### config.mk
export PLATFORM = sky130hd
export DESIGN_NAME = flashcmd_frontend
export DESIGN_NICKNAME = d
export VERILOG_FILES = /design/src/rtl/flashcmd_pkg.sv /design/src/rtl/flashcmd_cmdregs.sv /design/src/rtl/flashcmd_ctrl.sv /design/src/rtl/flashcmd_irq.sv /design/src/rtl/flashcmd_frontend.sv
export SDC_FILE = /design/constraint.sdc
export NUM_CORES = 1
export LEC_CHECK = 0
export BUFFER_PORTS_ARGS = -buffer_cell sky130_fd_sc_hd__buf_2
export CAP_MARGIN = 20
export CORE_MARGIN = 10
export CORE_UTILIZATION = 58
export CTS_BUF_LIST = sky130_fd_sc_hd__clkbuf_8 sky130_fd_sc_hd__clkbuf_16
export CTS_CLUSTER_DIAMETER = 80
export DETAILED_ROUTE_END_ITERATION = 8
export PLACE_DENSITY_LB_ADDON = 0.1
export SLEW_MARGIN = 20
export SYNTH_ARGS = -nofsm -noshare
export SYNTH_HDL_FRONTEND = slang
export SYNTH_SLANG_ARGS = --single-unit
### constraint.sdc
create_clock -name clk -period 2.1 [get_ports clk]
set_input_delay 0.21 -clock clk [delete_from_list [all_inputs] [get_ports clk]]
set_output_delay 0.21 -clock clk [all_outputs]
set_load 0.1 [all_outputs]
### src/rtl/flashcmd_pkg.sv
package flashcmd_pkg;
  localparam int unsigned REG_W = 32;
  localparam int unsigned ADDR_W = 12;
  localparam int unsigned NUM_CMD_REGS = 6;

  localparam logic [11:0] OFF_STATUS = 12'h044;
  localparam logic [11:0] OFF_CTRLST = 12'h100;
  localparam logic [11:0] OFF_IST    = 12'h110;
  localparam logic [11:0] OFF_IEN    = 12'h114;
  localparam logic [11:0] OFF_CONFIG = 12'h230;

  localparam logic [6:0] ITYPE_HDR_NODATA = 7'd0;
  localparam logic [6:0] ITYPE_HDR_DATA   = 7'd1;
  localparam logic [6:0] ITYPE_DATASEQ    = 7'd127;

  localparam logic [1:0] MODE_CMD = 2'd1;

  localparam int unsigned IRQ_LSB   = 21;
  localparam int unsigned IRQ_NSRC  = 3;
  localparam int unsigned IRQ_GLOBAL = 31;
  localparam int unsigned BUSY_BIT  = 7;

  typedef struct packed {
    logic [7:0]  opcode;
    logic [47:0] addr;
    logic [2:0]  addr_nbytes;
    logic [1:0]  cmd_lanes;
    logic [1:0]  addr_lanes;
    logic [2:0]  bank;
  } hdr_t;

  typedef struct packed {
    logic [31:0] nbytes;
    logic [5:0]  dummy;
    logic [1:0]  data_lanes;
    logic [2:0]  bank;
    logic        dir;
  } dseq_t;

  function automatic hdr_t decode_hdr(input logic [31:0] w1, input logic [31:0] w2,
                                      input logic [31:0] w3, input logic [31:0] w4);
    hdr_t h;
    h.opcode      = w3[23:16];
    h.addr        = {w3[7:0], w2[31:24], w2[23:16], w2[15:8], w2[7:0], w1[31:24]};
    h.addr_nbytes = w3[30:28];
    h.cmd_lanes   = w4[9:8];
    h.addr_lanes  = w4[1:0];
    h.bank        = w4[14:12];
    return h;
  endfunction

  function automatic dseq_t decode_dseq(input logic [31:0] w2, input logic [31:0] w3,
                                        input logic [31:0] w4);
    dseq_t d;
    d.nbytes     = {w3[15:0], w2[31:16]};
    d.dummy      = w3[25:20];
    d.data_lanes = w4[9:8];
    d.bank       = w4[14:12];
    d.dir        = w4[4];
    return d;
  endfunction

  function automatic logic [31:0] pack_status(input logic [3:0] causes);
    return {16'd0, 1'b1, |causes, 10'd0, causes};
  endfunction
endpackage

### src/rtl/flashcmd_cmdregs.sv
module flashcmd_cmdregs #(
  parameter int unsigned NREG = 6,
  parameter int unsigned AW   = 12,
  parameter int unsigned DW   = 32
) (
  input  logic                    clk,
  input  logic                    rst_n,
  input  logic                    wr_en,
  input  logic [AW-1:0]           wr_addr,
  input  logic [DW-1:0]           wr_data,
  output logic [NREG-1:0][DW-1:0] words
);
  localparam int unsigned STRIDE = DW / 8;

  for (genvar g = 0; g < NREG; g++) begin : g_word
    logic [DW-1:0] q;
    logic          hit;
    assign hit = wr_en && (wr_addr == AW'(g * STRIDE));
    always_ff @(posedge clk or negedge rst_n) begin
      if (!rst_n)   q <= '0;
      else if (hit) q <= wr_data;
    end
    assign words[g] = q;
  end
endmodule

### src/rtl/flashcmd_ctrl.sv
module flashcmd_ctrl
  import flashcmd_pkg::*;
(
  input  logic        clk,
  input  logic        rst_n,
  input  logic        launch,
  input  logic        launch_irq_req,
  input  logic [31:0] w1,
  input  logic [31:0] w2,
  input  logic [31:0] w3,
  input  logic [31:0] w4,
  input  logic        seq_done,
  input  logic [3:0]  seq_err,
  output hdr_t        hdr_q,
  output dseq_t       dseq_q,
  output logic        has_data_q,
  output logic        valid_q,
  output logic [31:0] status_q,
  output logic        evt_dispatch,
  output logic        evt_bad,
  output logic        evt_done,
  output logic [IRQ_NSRC-1:0] irq_set
);
  logic [6:0] itype;
  hdr_t       hdr_now;
  dseq_t      dseq_now;
  hdr_t       pend_hdr_q;
  logic       pend_q;
  logic       req_q;
  logic       evt_hdr_nd, evt_hdr_d, evt_dseq_ok;

  assign itype    = w1[6:0];
  assign hdr_now  = decode_hdr(w1, w2, w3, w4);
  assign dseq_now = decode_dseq(w2, w3, w4);

  assign evt_hdr_nd   = launch && (itype == ITYPE_HDR_NODATA);
  assign evt_hdr_d    = launch && (itype == ITYPE_HDR_DATA);
  assign evt_dseq_ok  = launch && (itype == ITYPE_DATASEQ) && pend_q;
  assign evt_bad      = launch && !(evt_hdr_nd || evt_hdr_d || evt_dseq_ok);
  assign evt_dispatch = evt_hdr_nd || evt_dseq_ok;
  assign evt_done     = seq_done && valid_q;

  // bit 0 -> trigger (21), bit 1 -> failure (22), bit 2 -> done (23)
  assign irq_set[0] = evt_dseq_ok;
  assign irq_set[1] = evt_bad || (evt_done && (seq_err != 4'd0));
  assign irq_set[2] = (evt_bad && launch_irq_req) || (evt_done && req_q);

  always_ff @(posedge clk or negedge rst_n) begin
    if (!rst_n) begin
      hdr_q      <= '0;
      dseq_q     <= '0;
      pend_hdr_q <= '0;
      has_data_q <= 1'b0;
      pend_q     <= 1'b0;
      valid_q    <= 1'b0;
      req_q      <= 1'b0;
      status_q   <= '0;
    end else begin
      if (evt_hdr_nd) begin
        hdr_q      <= hdr_now;
        dseq_q     <= '0;
        has_data_q <= 1'b0;
      end
      if (evt_hdr_d) pend_hdr_q <= hdr_now;
      if (evt_dseq_ok) begin
        hdr_q      <= pend_hdr_q;
        dseq_q     <= dseq_now;
        has_data_q <= 1'b1;
      end
      if (launch) pend_q <= evt_hdr_d;
      if (evt_dispatch) begin
        valid_q <= 1'b1;
        req_q   <= launch_irq_req;
      end else if (evt_done) begin
        valid_q <= 1'b0;
      end
      if (evt_bad)       status_q <= pack_status(4'b0001);
      else if (launch)   status_q <= '0;
      else if (evt_done) status_q <= pack_status(seq_err);
    end
  end
endmodule

### src/rtl/flashcmd_irq.sv
module flashcmd_irq #(
  parameter int unsigned LSB  = 21,
  parameter int unsigned NSRC = 3,
  parameter int unsigned GLB  = 31
) (
  input  logic            clk,
  input  logic            rst_n,
  input  logic            ist_wr,
  input  logic            ien_wr,
  input  logic [31:0]     wr_data,
  input  logic [NSRC-1:0] set,
  output logic [31:0]     ist_word,
  output logic [31:0]     ien_word,
  output logic            irq
);
  logic [NSRC-1:0] pend_q;
  logic [NSRC-1:0] en_q;
  logic            glb_q;

  for (genvar s = 0; s < NSRC; s++) begin : g_src
    always_ff @(posedge clk or negedge rst_n) begin
      if (!rst_n) begin
        pend_q[s] <= 1'b0;
        en_q[s]   <= 1'b0;
      end else begin
        if (set[s])                           pend_q[s] <= 1'b1;
        else if (ist_wr && wr_data[LSB + s])  pend_q[s] <= 1'b0;
        if (ien_wr) en_q[s] <= wr_data[LSB + s];
      end
    end
  end

  always_ff @(posedge clk or negedge rst_n) begin
    if (!rst_n)      glb_q <= 1'b0;
    else if (ien_wr) glb_q <= wr_data[GLB];
  end

  always_comb begin
    ist_word = '0;
    ien_word = '0;
    ist_word[LSB +: NSRC] = pend_q;
    ien_word[LSB +: NSRC] = en_q;
    ien_word[GLB]         = glb_q;
  end

  assign irq = glb_q && |(pend_q & en_q);
endmodule

### src/rtl/flashcmd_frontend.sv
module flashcmd_frontend
  import flashcmd_pkg::*;
(
  input  logic        clk,
  input  logic        rst_n,
  input  logic        wr_en,
  input  logic [11:0] wr_addr,
  input  logic [31:0] wr_data,
  input  logic [11:0] rd_addr,
  output logic [31:0] rd_data,
  output logic        desc_valid,
  output logic [7:0]  desc_opcode,
  output logic [47:0] desc_addr,
  output logic [2:0]  desc_addr_nbytes,
  output logic [1:0]  desc_cmd_lanes,
  output logic [1:0]  desc_addr_lanes,
  output logic [1:0]  desc_data_lanes,
  output logic [2:0]  desc_bank,
  output logic        desc_has_data,
  output logic        desc_dir,
  output logic [31:0] desc_nbytes,
  output logic [5:0]  desc_dummy,
  input  logic        seq_done,
  input  logic [3:0]  seq_err,
  output logic        irq
);
  localparam int unsigned WORD_IDX_W = $clog2(NUM_CMD_REGS);

  logic [NUM_CMD_REGS-1:0][REG_W-1:0] words;
  logic [1:0]  mode_q;
  logic        cmd_mode;
  logic        launch_req, launch_ok;
  hdr_t        hdr_q;
  dseq_t       dseq_q;
  logic        has_data_q, valid_q;
  logic [31:0] status_q;
  logic        evt_dispatch, evt_bad, evt_done;
  logic [IRQ_NSRC-1:0] irq_set;
  logic [31:0] ist_word, ien_word;
  logic        ist_wr, ien_wr;

  flashcmd_cmdregs #(.NREG(NUM_CMD_REGS), .AW(ADDR_W), .DW(REG_W)) u_regs (
    .clk(clk), .rst_n(rst_n), .wr_en(wr_en), .wr_addr(wr_addr),
    .wr_data(wr_data), .words(words)
  );

  always_ff @(posedge clk or negedge rst_n) begin
    if (!rst_n)                                mode_q <= 2'd0;
    else if (wr_en && wr_addr == OFF_CONFIG)   mode_q <= wr_data[6:5];
  end

  assign cmd_mode   = (mode_q == MODE_CMD);
  assign launch_req = wr_en && (wr_addr == 12'h000);
  assign launch_ok  = launch_req && cmd_mode && !valid_q;

  flashcmd_ctrl u_ctrl (
    .clk(clk), .rst_n(rst_n), .launch(launch_ok), .launch_irq_req(wr_data[0]),
    .w1(words[1]), .w2(words[2]), .w3(words[3]), .w4(words[4]),
    .seq_done(seq_done), .seq_err(seq_err),
    .hdr_q(hdr_q), .dseq_q(dseq_q), .has_data_q(has_data_q), .valid_q(valid_q),
    .status_q(status_q), .evt_dispatch(evt_dispatch), .evt_bad(evt_bad),
    .evt_done(evt_done), .irq_set(irq_set)
  );

  assign ist_wr = wr_en && (wr_addr == OFF_IST);
  assign ien_wr = wr_en && (wr_addr == OFF_IEN);

  flashcmd_irq #(.LSB(IRQ_LSB), .NSRC(IRQ_NSRC), .GLB(IRQ_GLOBAL)) u_irq (
    .clk(clk), .rst_n(rst_n), .ist_wr(ist_wr), .ien_wr(ien_wr), .wr_data(wr_data),
    .set(irq_set), .ist_word(ist_word), .ien_word(ien_word), .irq(irq)
  );

  assign desc_valid       = valid_q;
  assign desc_opcode      = hdr_q.opcode;
  assign desc_addr        = hdr_q.addr;
  assign desc_addr_nbytes = hdr_q.addr_nbytes;
  assign desc_cmd_lanes   = hdr_q.cmd_lanes;
  assign desc_addr_lanes  = hdr_q.addr_lanes;
  assign desc_data_lanes  = dseq_q.data_lanes;
  assign desc_bank        = has_data_q ? dseq_q.bank : hdr_q.bank;
  assign desc_has_data    = has_data_q;
  assign desc_dir         = dseq_q.dir;
  assign desc_nbytes      = dseq_q.nbytes;
  assign desc_dummy       = dseq_q.dummy;

  always_comb begin
    rd_data = '0;
    if (rd_addr < 12'(NUM_CMD_REGS * 4) && rd_addr[1:0] == 2'b00) begin
      rd_data = words[rd_addr[WORD_IDX_W+1:2]];
    end else begin
      case (rd_addr)
        OFF_STATUS: rd_data = status_q;
        OFF_CTRLST: rd_data[BUSY_BIT] = valid_q;
        OFF_IST:    rd_data = ist_word;
        OFF_IEN:    rd_data = ien_word;
        OFF_CONFIG: rd_data[6:5] = mode_q;
        default:    rd_data = '0;
      endcase
    end
  end
endmodule

## Yosys cells after proc, flatten, opt, wreduce, memory -nomap -nowiden

Cells that the tools add are included.

| cells by class | value |
|---|---|
| order comparisons | 2 |
| eq/ne operators | 16 |
| mux-type cells | 25 |
| bitwise gates (word level) | 1 |
| reduce and logical (&&, ||, !) cells | 44 |

Operator list:

| operator | count |
|---|---|
| 32-bit two-way mux | 5 |
| 66-bit two-way mux | 2 |
| 32-bit binary-select mux with 3-bit select | 1 |
| 44-bit two-way mux | 2 |
| 24-bit case mux with 3 select lines | 1 |
| 12-bit by 9-bit == test with 1-bit output (second input constant) | 5 |
| 1-bit logical AND | 25 |
| 12-bit by 10-bit == test with 1-bit output (second input constant) | 2 |
| 12-bit by 4-bit == test with 1-bit output (second input constant) | 2 |
| 12-bit by 5-bit == test with 1-bit output (second input constant) | 2 |
| 12-bit by 3-bit == test with 1-bit output (second input constant) | 1 |
| 12-bit by 7-bit == test with 1-bit output (second input constant) | 1 |
| 12-bit zero test | 1 |
| 12-bit by 5-bit less-than comparator with 1-bit output (second input constant) | 1 |
| 1-bit two-way mux | 10 |
| 2-bit nonzero test | 5 |
| 7-bit by 1-bit == test with 1-bit output (second input constant) | 1 |
| 7-bit == test (second input constant) | 1 |
| 7-bit zero test | 1 |
| 1-bit logical OR | 5 |
| 5-bit two-way mux | 1 |
| 3-bit by 4-bit less-than comparator with 1-bit output (second input constant) | 1 |
| 2-bit case mux with 2 select lines | 1 |
| 4-bit nonzero test | 1 |
| other kinds (9) | 10 |

| storage, ports and cells | value |
|---|---|
| register bits | 413 |
| input bits | 64 |
| output and inout bits | 142 |
| logic and storage cells | 124 |

## Longest topological paths before layout

Gate-level depths: netlist of run 1.

| logic depth | value |
|---|---|
| depth in word-level cells | 12 |
| mapped depth | 8 |
| gate-level depth less buffers | 4 |

## By module

From an unflattened synthesis of run 1, not the netlist that was laid out.

| second synthesis, totals | value |
|---|---|
| cell total of the unflattened synthesis | 1609 |
| area total of the unflattened synthesis | 18977.0 µm² |

Modules (own cells, without submodules):

| module | times used | cells an instance | area each (µm²) | seq. area each (µm²) |
|---|---|---|---|---|
| flashcmd_ctrl | 1 | 683 | 7631.1 | 4654.5 |
| flashcmd_cmdregs | 1 | 415 | 7350.8 | 4804.6 |
| flashcmd_frontend | 1 | 433 | 3284.4 | 50.0 |
| flashcmd_irq | 1 | 78 | 710.7 | 175.2 |

## Least setup slack after synthesis of run 1

Ideal clock, no wire load.

| timing path | value |
|---|---|
| path type | in2out |
| start point | input port rd_addr[3] |
| end point | output port rd_data[7] |
| arrival | 3355 ps |
| data required time | 1890 ps |
| path slack | -1465 ps |
| stages | 6 |
| buffers on the path | 3 |
| path through | buf_2 > buf_2 > buf_2 > mux4_2 > a22oi_1 > o21ai_0 |

| on the way | value |
|---|---|
| cells in the longest elaborated chain, start to end | 3 |
| elaborated cells on any way between the ends | 8 |
| those cells by class | order compare: 1; eq/ne: 2; mux: 4; reduce/logical: 1 |

RTL lines:

| element | line | text |
|---|---|---|
| start, declared | flashcmd_frontend.sv:9 | `input logic [11:0] rd_addr,` |
| 12-bit by 5-bit less-than comparator with 1-bit output, or another cell as far along | flashcmd_frontend.sv:88 | `if (rd_addr < 12'(NUM_CMD_REGS * 4) && rd_addr[1:0] == 2'b00) begin` |
| 1-bit logical AND, or another cell as far along | flashcmd_frontend.sv:88 |  |
| 32-bit two-way mux * | flashcmd_frontend.sv:88 |  |
| end, declared | flashcmd_frontend.sv:10 | `output logic [31:0] rd_data,` |

Mark *: on every way between the ends. The rest lies on a longest branch, timed or not. The select of a mux whose other input is x is not followed.

## Final worst setup path of run 1

| timing path | value |
|---|---|
| start point | register u_regs.g_word[1].q[1] |
| end point | output port rd_data[1] |

| on the way | value |
|---|---|
| cells in the longest elaborated chain, start to end | 3 |

RTL lines:

| element | line | text |
|---|---|---|
| start, declared | flashcmd_cmdregs.sv:16 | `logic [DW-1:0] q;` |
| start signal, assigned | flashcmd_cmdregs.sv:21 | `else if (hit) q <= wr_data;` |
| 32-bit binary-select mux with 3-bit select | flashcmd_frontend.sv:89 | `rd_data = words[rd_addr[WORD_IDX_W+1:2]];` |
| 32-bit two-way mux (implied by the code) | flashcmd_frontend.sv:89 |  |
| 32-bit two-way mux | flashcmd_frontend.sv:88 |  |

No other way between the ends. The select of a mux whose other input is x is not followed.

==> results of run 1 <==
==> worst reg2reg max path, cell delays in order, from the launching register on <==
cell and delay (ns):
dfrtp_1 0.39, buf_4 0.15, nor4_1 0.44, buf_4 0.21, nand4_1 0.18, buf_12 0.24
o21ai_0 0.32, a31oi_1 0.13
==> cell type report <==
type                            count  share of cell area, %
Antenna cell                        1                 0.0110
Clock buffer                       52                   5.29
Clock inverter                     22                  0.805
Inverter                           10                  0.165
Multi-Input combinational cell    860                   34.0
Sequential cell                   387                   42.8
Tap cell                          396                   2.18
Timing Repair Buffer              385                   14.7
==> sequential cells by signal, indices dropped and copies added, names as in the netlist <==
signal             flops
u_ctrl.dseq_q         44
u_ctrl.has_data_q      1
u_irq.ist_word         3
u_ctrl.valid_q         1
u_irq.glb_q            1
u_regs.g_word.q      192
u_ctrl.hdr_q          66
u_ctrl.req_q           1
u_ctrl.pend_hdr_q     66
u_irq.ien_word         3
u_ctrl.pend_q          1
u_ctrl.status_q        6
mode_q                 2
==> repair_timing <==
item | CTS | global route
gates resized for setup | 42 | 2
hold buffers | 33 | 0
endpoints found under the setup margin | 32 | 191
pin swaps | 31 | 5
hold endpoints to repair | 170 | 0
setup buffers | 39 | 11
==> kinds of logic after synthesis <==
kind of cell	Yosys count	synth area share, %
flops	387	53.3
simple gates	312	8.89
mux	303	21.3
compound gates	245	8.91
buf+inv	234	7.55
==> cells in the final DEF (no fill, tap or decap), drive strengths merged, types with 2 or more instances in the layout <==
cell type / Yosys / final
and2: 3 / 3
or3: 2 / 2
nor2: 27 / 27
nand4b: 2 / 2
mux2: 267 / 267
inv: 9 / 19
a21oi: 2 / 2
clkinv: 1 / 10
clkbuf: 66 / 52
o211ai: 3 / 3
o22ai: 6 / 6
bufinv: 0 / 3
a31oi: 66 / 66
mux2i: 4 / 4
nor3: 70 / 70
a22oi: 32 / 32
nor2b: 2 / 2
nand4: 74 / 74
mux4: 32 / 32
nand2: 108 / 108
dfrtp: 387 / 387
nor4b: 4 / 4
o21ai: 81 / 81
a22o: 44 / 44
nand3: 4 / 4
buf: 158 / 352
dlygate4sd3: 0 / 33
nor4: 8 / 8
o2bb2ai: 6 / 6
==> path summary, 6_finish.rpt <==
check	to	startpoint	cells past startpoint
worst min register to register	u_regs.g_word[4].q[20]	u_regs.g_word[4].q[20]	1
max in group asynchronous	u_regs.g_word[3].q[2]	rst_n	3
worst max register to register	u_ctrl.hdr_q[56]	u_regs.g_word[1].q[2]	7
worst min-delay path	u_regs.g_word[2].q[21]	wr_data[21]	2
min in group asynchronous	u_ctrl.hdr_q[6]	rst_n	2
worst max-delay path	rd_data[1]	u_regs.g_word[1].q[1]	6
==> per-layer routing <==
| metal | routed length (um) | up-vias | GRT usage [%] |
|---|---|---|---|
| li1 | - | 5779 | - |
| met1 | 22800 | 6956 | 37.0 |
| met2 | 26200 | 582 | 45.4 |
| met3 | 3780 | 98 | 5.23 |
| met4 | 1550 | 4 | 8.83 |
| met5 | 28 | - | 0 |
==> power groups by stage <==
stage / registers [W] / logic (W) / clock network, W
after floorplan: 0.00764 / 0.000177 / 0
after global placement: 0.00765 / 0.000572 / 0
after detailed placement: 0.00765 / 0.000579 / 0
after CTS: 0.00751 / 0.000648 / 0.00747
after global routing: 0.00751 / 0.000702 / 0.00776
final: 0.00751 / 0.000642 / 0.00737
==> per-stage QoR <==
stage / instance area (sq um) / TNS, ns / worst slack, ns / hold slack (ns) / utilization (%)
2_1_floorplan: 18700 / -0.00578 / -0.00578 / -0.0856 / -
3_3_place_gp: 20500 / 0 / 0.0229 / 0.184 / 66.5
3_5_place_dp: 20500 / -0.00667 / -0.00667 / 0.190 / 66.5
4_1_cts: 22600 / -2.55 / -0.184 / 0.000802 / 73.5
5_1_grt: 22700 / -12.48 / -0.263 / 0.0118 / 73.8
6_report: 22700 / -2.90 / -0.195 / 0.0157 / 73.8
==> impl_results.md, run 1 <==
* Yosys warning count at 0
* Fillcell total at 2102
* Max rail drop VDD at 597 uV
* Violated checks: setup timing
* Count leader, synth: dfrtp_1
* Largest net degree at the start of global routing at 68
* Sw frac at roughly 22%
* Count of non-filler cells in the finished layout at roughly 2100
* Synthesized netlist net count at between 1500 and 2000
* Portion of total power attributed to sequential cells at 48.4%
* Mapped Avg Cell Area at between 10 and 15 sq um
* Main synth FF type: dfrtp_1
* HPWL after detailed placement at 34300 um
* Area of combinational cells with multiple inputs at 7710 sq um
* Share of synthesized area occupied by flip-flops and latches at a little over half
* CP delay by family, top: multiplexers
* Height of the die at 197 um
* DRC violations left at 0
* Proportion of netlist area held by the largest area contributor at between 50% and 60%
* Worst setup SP type: flop
* F_max at 0.436 GHz
* Clock net sink count at slightly below 400
* Pwr per Cell Area at 685 nW/um^2
* Fraction of power consumed by the clock network at 47.5%
* Minimum setup slack in the final design at -0.195 ns
* Overall die area at ~39000 sq um
* List of most frequent post-synthesis cells: dfrtp_1 (387), mux2_2 (236), nand2_1 (108), buf_4 (105), o21ai_0 (81)
* Initial DRC count at between 1000 and 1500
* Overall power after layout at 0.0155 W
* Number of nets in the layout at 1749
* Crit-path max FO at 2
* Number of flops mapped to enable cells by yosys at 0
* Wire length of the first global-routing pass at 85000 um
* Number of hold violations in the final report at 0
* Layout cells sized above 1 at approximately 48%
* Gp weighted congestion at 0.854
* Port bufs at 205
* Headroom to the max-slew limit at 62.0%
* Top cell type by total area after synthesis: dfrtp_1
* Area contributors post-synth: dfrtp_1 (53%), mux2_2 (15%), buf_4 (4.3%), mux4_2 (4.0%), nand4_1 (2.5%)
* Detail Route Antenna Nets at 0
* CTS H-Tree Depth at 2
* First-pass DRT Iterations at 7
* Root buffer selected by CTS: clkbuf_16
* Delay contributed by the slowest stage of the critical path at roughly 0.47 ns
* Initial standard-cell utilization of the core at between 50% and 60%
* Cell-by-cell trace of the critical path: buf_6 -> mux4_2 -> a22oi_2 -> buf_4 -> o2bb2ai_4 -> buf_12
* Outcome: finished, violations left
* Clock buffer depth at 3
* Wire length after detailed routing at 54300 um
* Clock slew at reported path FFs at 0.06 ns
* DP Cell Count at 1956
* Number of CTS-inserted buffers at 41
* Ratio of final minimum period to clock period at 109%
* Internal reg-to-reg setup slack at -0.08 ns
* Final setup skew at 0.0183 ns
* Setup violations, final at 62
* Max-cap violations at 0
* Average wire per cell in the routed design at about 26 um
* Number of slew-limit violations in the final report at 0
* Unique masters post-synth at 51
* Buffers & Inverters on Critical Path at 3
* Internal power of the cells at about 0.012 W
* Leak at 11.0 nW
* Critical setup path kind: reg2out
* Boundary Pins at about 200
* Clock tree from TritonCTS: done
* Tot GR Track Use at approximately 28%
* Syn-to-layout area delta at 24.9%
* Hold Crit Class: in2reg
* Setup repair after global routing missed its margin: true
* Worst Setup End Kind: output pin
* Sequential cell area at 9710 sq um
* Share of total power in combinational logic at 4.1%
* Number of antenna violations at the first check in global routing at 3
* Post-Syn Instances at 1481
* Core Box Area at 30700 sq um
* Switching power of the nets at 0.00341 W
* Via count normalized by instance count at 6.35
* Vias in the first global route at 14200
* Via total after detailed routing at 13400
* Flop and latch count out of synthesis at 387
* Clock latency on the worst-skew pair at between 0.5 and 0.6 ns
* Die X-Extent at 197 um
* Critical path required time at 1.89 ns
* Cell with the largest stage delay on the worst path: mux4_2
* Overall overflow remaining after global route at 0
* Synth Cell Area at approximately 18000 sq um
* Critical path arrival at 2.09 ns
* Post-layout min period at 2.30 ns
* Share of flip-flops with an asynchronous set or reset after synthesis at 100%
* Standard-cell row count at 64
* Transition time of the tightest slew-check pin at approximately 0.57 ns
(Power assumes the default switching activity.)
==> inputs of run 2 (changes only) <==
GPL_TIMING_DRIVEN = 0   (was default)
==> impl_results.md, run 2 (synthesized netlist as in run 1, its figures left out) <==
* Switching power of the nets at 0.00353 W (+3.5%)
* Commonest non-fill, non-tap cells in the layout: dfrtp_1 (358), mux2_2 (236), buf_4 (199)
* Worst min-delay path startpoint: wr_data[21]
* Clock net sink count at 387 (unchanged)
* Gp weighted congestion at 0.907 (+6.2%)
* Detail Route Antenna Nets at 0 (unchanged)
* Number of antenna violations at the first check in global routing at 1 (-2)
* Critical register-to-register path endpoint: u_ctrl.dseq_q[9]
* Leak at 11.8 nW (+7.8%)
* Max rail drop VDD at 645 uV (+8.2%)
* Crit-path max FO at 2 (unchanged)
* Hold path cells at 2 (unchanged)
* Post-layout min period at 2.25 ns (-0.0479 ns)
* Worst Setup End Kind: output pin
* Internal reg-to-reg setup slack at -0.08 ns (about the same)
* Vias in the first global route at 15000 (+5.6%)
* Critical setup path kind: reg2out
* Portion of total power attributed to sequential cells at 49.1% (+0.7 points)
* Wire length after detailed routing at 61400 um (+13%)
* Hold Crit Class: in2reg
* Clock buffer depth at 3 (unchanged)
* Worst reg2reg path startpoint: u_ctrl.valid_q
* Height of the die at 197 um (unchanged)
* Clock slew at reported path FFs at 0.06 ns (about the same)
* Die X-Extent at 197 um (unchanged)
* DRC violations left at 0 (unchanged)
* Initial standard-cell utilization of the core at 59.1% (unchanged)
* Register ranked first by flip-flop count: u_regs.g_word.q
* Headroom to the max-slew limit at 35.9% (-26 points)
* Largest net degree at the start of global routing at 98 (+44%)
* Standard-cell row count at 64 (unchanged)
* Worst setup SP type: flop
* Critical Path Source: u_regs.g_word[3].q[15]
* CTS H-Tree Depth at 2 (unchanged)
* Tot GR Track Use at 30.3% (+2.5 points)
* Setup repair after global routing missed its margin: true
* Sum of negative setup slack at -2.30 ns (+0.601 ns)
* Number of slew-limit violations in the final report at 0 (unchanged)
* Overall power after layout at 0.0153 W (-1.5%)
* Minimum setup slack in the final design at -0.147 ns (+0.0479 ns)
* Number of CTS-inserted buffers at 41 (unchanged)
* Port bufs at 202 (-1.5%)
* Leading registers by flop count: u_regs.g_word.q: 192 flops, u_ctrl.hdr_q: 66 flops, u_ctrl.pend_hdr_q: 66 flops
* First-pass DRT Iterations at 6 (-1)
* Layout Utilization at 78.5% (+4.7 points)
* Number of hold violations in the final report at 0 (unchanged)
* Number of nets in the layout at 1933 (+11%)
* Via count normalized by instance count at 6.41 (+0.92%)
* Syn-to-layout area delta at 32.8%
* Share of total power in combinational logic at 4.3% (+0.2 points)
* Fraction of power consumed by the clock network at 46.6% (-0.9 points)
* Setup violations, final at 62 (unchanged)
* Via total after detailed routing at 14700 (+9.7%)
* Critical path required time at 1.89 ns (about the same)
* Clock tree from TritonCTS: done
* Most common cell after layout, fill and taps aside: dfrtp_1
* Overall overflow remaining after global route at 0 (unchanged)
* Critical path arrival at 2.04 ns (-0.05 ns)
* Final setup skew at 0.0268 ns (+0.00858 ns)
* Pwr per Cell Area at 634 nW/um^2 (-7.4%)
* HPWL after detailed placement at 40000 um (+16%)
* Initial DRC count at 1596 (+59%)
* Max-cap violations at 0 (unchanged)
* F_max at 0.445 GHz (+2.1%)
* Largest register FFs at 192 (unchanged)
* Overall die area at 38800 sq um (unchanged)
* Violated checks: setup timing
* Sw frac at 23.1% (+1.1 points)
* Hold path endpoint: u_regs.g_word[4].q[21]
* Ratio of final minimum period to clock period at 107% (-2.3 points)
* Clock latency on the worst-skew pair at 0.55 ns (about the same)
* Root buffer selected by CTS: clkbuf_16
* Internal power of the cells at 0.0118 W (-2.9%)
* Wire length of the first global-routing pass at 90500 um (+6.5%)
* Transition time of the tightest slew-check pin at 0.948 ns (+0.375 ns)
* Boundary Pins at 206 (unchanged)
* Average wire per cell in the routed design at 26.7 um (+3.8%)
* Layout cells sized above 1 at 52.6% (+5.0 points)
* Core Box Area at 30700 sq um (unchanged)
* Outcome: finished, violations left
* Depth of the worst register-to-register path at 8 (+1)
[run 2: cell types whose count changed in the layout (fill, tap and decap cells not counted), moves of 13 or more]
cell / before / now
buf_6: 3 / 18
nor3_1: 63 / 50
buf_4: 115 / 199
o21ai_0: 80 / 67
clkbuf_2: 0 / 24
buf_12: 62 / 44
o21ai_1: 0 / 13
clkbuf_1: 0 / 26
[run 2: per-stage QoR]
stage               area (sq um)  std cells  setup slack, ns  hold WS (ns)
floorplan                  18700       1481         -0.00578       -0.0856
global placement           20200       2079            -8.13         0.423
detailed placement         20300       2083           -0.870         0.161
CTS                        23400       2265           -0.149       0.00218
global route               24100       2297           -0.178        0.0376
finish                     24100       2297           -0.147        0.0354
[run 2: layout make-up]
class                      count  area, sq um
fill                        1902         6620
antenna                        1         2.50
clock inverter                19         96.3
tap                          396          495
inverter                      10         41.3
buffer                       224         1730
timing repair buffer         344         2940
multi-input combinational    861         7880
sequential                   387         9720
clock buffer                  55         1220
[run 2: worst max-delay path by stage]
stage,slack [ns],depth (start not counted),endpoint
after floorplan,-0.006,6,u_ctrl.status_q[14]
after global placement,-8.13,1,u_ctrl.valid_q
after detailed placement,-0.87,7,rd_data[14]
after CTS,-0.15,4,rd_data[15]
after global routing,-0.18,4,rd_data[15]
final,-0.15,4,rd_data[15]
[run 2: repair_timing]
item	CTS	global route
cloned	3	6
hold buffers	35	0
hold endpoints to repair	190	0
setup endpoints to repair	204	207
buffers inserted	70	26
gates resized for setup	246	133
pin swaps	55	48
[run 2: worst max-delay path: stages (launching register included)]
cell and delay, ns:
dfrtp_1 0.39, mux4_2 0.52, a22oi_2 0.29, o2bb2ai_4 0.11, buf_12 0.17
[run 2: power groups by stage]
stage,clock (W),sequential [W],combinational [W]
final,0.00713,0.00751,0.000660
after CTS,0.00711,0.00751,0.000642
after global placement,0,0.00765,0.000517
after detailed placement,0,0.00765,0.000552
after global routing,0.00743,0.00751,0.000711
after floorplan,0,0.00764,0.000177
[run 2: per-layer routing]
layer  vias up  GRT usage, %  share of wire (%)
li1       6143             -                  -
met1      7511          38.8                 39
met2       891          48.3                 47
met3       177          7.56                9.9
met4         0          13.0                4.6
met5         -             0                  0
==> inputs of run 3 (changes only) <==
CORE_ASPECT_RATIO = 0.8   (was default)
==> impl_results.md, run 3 (synthesized netlist as in run 1, its figures left out) <==
* Number of slew-limit violations in the final report at 0 (unchanged)
* Worst Setup End Kind: output pin
* First-pass DRT Iterations at 5 (-1)
* Ratio of final minimum period to clock period at 110% (+3.2 points)
* Via count normalized by instance count at 6.45 (+0.67%)
* Pwr per Cell Area at 637 nW/um^2 (+0.53%)
* Largest net degree at the start of global routing at 97 (-1.0%)
* Setup violations, final at 133 (+110%)
* Clock slew at reported path FFs at 0.07 ns (about the same)
* Die X-Extent at 218 um (+11%)
* Number of hold violations in the final report at 0 (unchanged)
* HPWL after detailed placement at 40200 um (+0.58%)
* Initial DRC count at 1719 (+7.7%)
* Count of non-filler cells in the finished layout at 2335 (+1.7%)
* Worst setup timing slack at the placement stage at -0.864 ns (+0.00599 ns)
* Transition time of the tightest slew-check pin at 0.896 ns (-0.0526 ns)
* Vias in the first global route at 14900 (-0.53%)
* Leading registers by flop count: u_regs.g_word.q: 192 flops, u_ctrl.hdr_q: 66 flops, u_ctrl.pend_hdr_q: 66 flops
* Number of antenna violations at the first check in global routing at 2 (+1)
* Crit-path max FO at 2 (unchanged)
* Standard cell area after detailed placement at 20300 sq um (+0.10%)
* Leak at 12.1 nW (+2.3%)
* Overall power after layout at 0.0157 W (+2.4%)
* Minimum setup slack in the final design at -0.215 ns (-0.0680 ns)
* Final setup skew at 0.0274 ns (+0.000588 ns)
* Worst setup SP type: flop
* Number of CTS-inserted buffers at 40 (-2.4%)
* Number of nets in the layout at 1955 (+1.1%)
* F_max at 0.432 GHz (-2.9%)
* Overall overflow remaining after global route at 0 (unchanged)
* Detail Route Antenna Nets at 0 (unchanged)
* Critical setup path kind: reg2out
* Max rail drop VDD at 562 uV (-13%)
* Tot GR Track Use at 30.9% (+0.59 points)
* Largest register FFs at 192 (unchanged)
* Hold path cells at 3 (+1)
* Final Cell Area at 24600 sq um (+1.9%)
* Wire length after detailed routing at 63400 um (+3.4%)
* Clock latency on the worst-skew pair at 0.55 ns (about the same)
* Headroom to the max-slew limit at 40.3% (+4.3 points)
* Average wire per cell in the routed design at 27.2 um (+1.7%)
* Core Box Area at 30600 sq um (-0.50%)
* Port bufs at 202 (unchanged)
* Clock buffer depth at 3 (unchanged)
* Root buffer selected by CTS: clkbuf_16
* Via total after detailed routing at 15100 (+2.3%)
* CTS H-Tree Depth at 2 (unchanged)
* Register ranked first by flip-flop count: u_regs.g_word.q
* Height of the die at 178 um (-9.5%)
* Initial standard-cell utilization of the core at 59.4% (+0.30 points)
* Boundary Pins at 206 (unchanged)
* Post-layout min period at 2.32 ns (+0.0680 ns)
* Standard-cell row count at 57 (-11%)
* Layout cells sized above 1 at 52.8% (+0.16 points)
* Violated checks: setup timing
* Critical path arrival at 2.11 ns (+0.07 ns)
* Outcome: finished, violations left
* DRC violations left at 0 (unchanged)
* Syn-to-layout area delta at 35.3%
* Clock tree from TritonCTS: done
* Critical path required time at 1.89 ns (about the same)
* Wire length of the first global-routing pass at 92200 um (+1.9%)
* Overall die area at 38800 sq um (+0.11%)
* Fillcell total at 1760 (-7.5%)
* Layout Utilization at 80.3% (+1.9 points)
* Setup repair after global routing missed its margin: true
* Hold Crit Class: in2reg
* Most common cell after layout, fill and taps aside: dfrtp_1
* Clock net sink count at 387 (unchanged)
* Depth of the worst register-to-register path at 8 (unchanged)
* Max-cap violations at 0 (unchanged)
* DP Cell Count at 2100 (+0.82%)
* Commonest non-fill, non-tap cells in the layout: dfrtp_1 (355), mux2_2 (235), buf_4 (213)
* Gp weighted congestion at 0.922 (+1.7%)
[run 3: final timing paths]
check / start / slack, ns / end
min: wr_data[23] / 0.04 / u_regs.g_word[0].q[23]
min reg2reg: u_regs.g_word[0].q[20] / 0.48 / u_regs.g_word[0].q[20]
max reg2reg: u_ctrl.valid_q / -0.12 / u_ctrl.pend_hdr_q[37]
min in group asynchronous: rst_n / 0.16 / u_ctrl.dseq_q[13]
max: u_regs.g_word[0].q[21] / -0.22 / rd_data[21]
max in group asynchronous: rst_n / 0.36 / u_regs.g_word[4].q[21]
[run 3: metal layers]
layer  part of all wire (%)  vias to the layer above  global-route usage, %
li1                       -                     6201                      -
met1                     40                     7742                   41.9
met2                     46                      975                   47.6
met3                     10                      148                   8.21
met4                    3.4                        0                   10.3
met5                      0                        -                      0
[run 3: power by group]
group	leakage, nW	internal, W	switching [W]	total [W]
Sequential	5.34	0.00748	0.0000271	0.00751
Clock	0.712	0.00447	0.00301	0.00748
Combinational	6.05	0.000226	0.000448	0.000674
Total	12.1	0.0122	0.00349	0.0157
[run 3: cell type report]
type	instances	area, sq um	area share (%)
antenna	3	7.51	0.0305
buffer	220	1760	7.16
clock buffer	50	1150	4.68
clock inverter	20	218	0.886
inverter	10	37.5	0.153
multi-input combinational	860	7830	31.8
sequential	387	9730	39.6
tap	413	517	2.10
timing repair buffer	372	3340	13.6
[run 3: worst max-delay path, stage by stage, from the launching register on]
cell	delay, ns
dfrtp_1	0.44
mux4_2	0.54
a22oi_2	0.28
o22ai_4	0.12
buf_12	0.20
[run 3: what timing repair did]
action	CTS	global route
hold buffers	34	0
pin swaps	59	52
setup buffers	85	34
resized for setup	276	144
gates cloned	4	13
endpoints found under the hold margin	188	0
endpoints found under the setup margin	226	338
[run 3: metrics by stage]
step | TNS, ns | hold slack, ns
6_report | -9.63 | 0.0429
5_1_grt | -11.85 | 0.0517
4_1_cts | -2.04 | 0.0286
3_5_place_dp | -141.25 | 0.153
3_3_place_gp | -2738.72 | 0.424
2_1_floorplan | -0.00578 | -0.0856
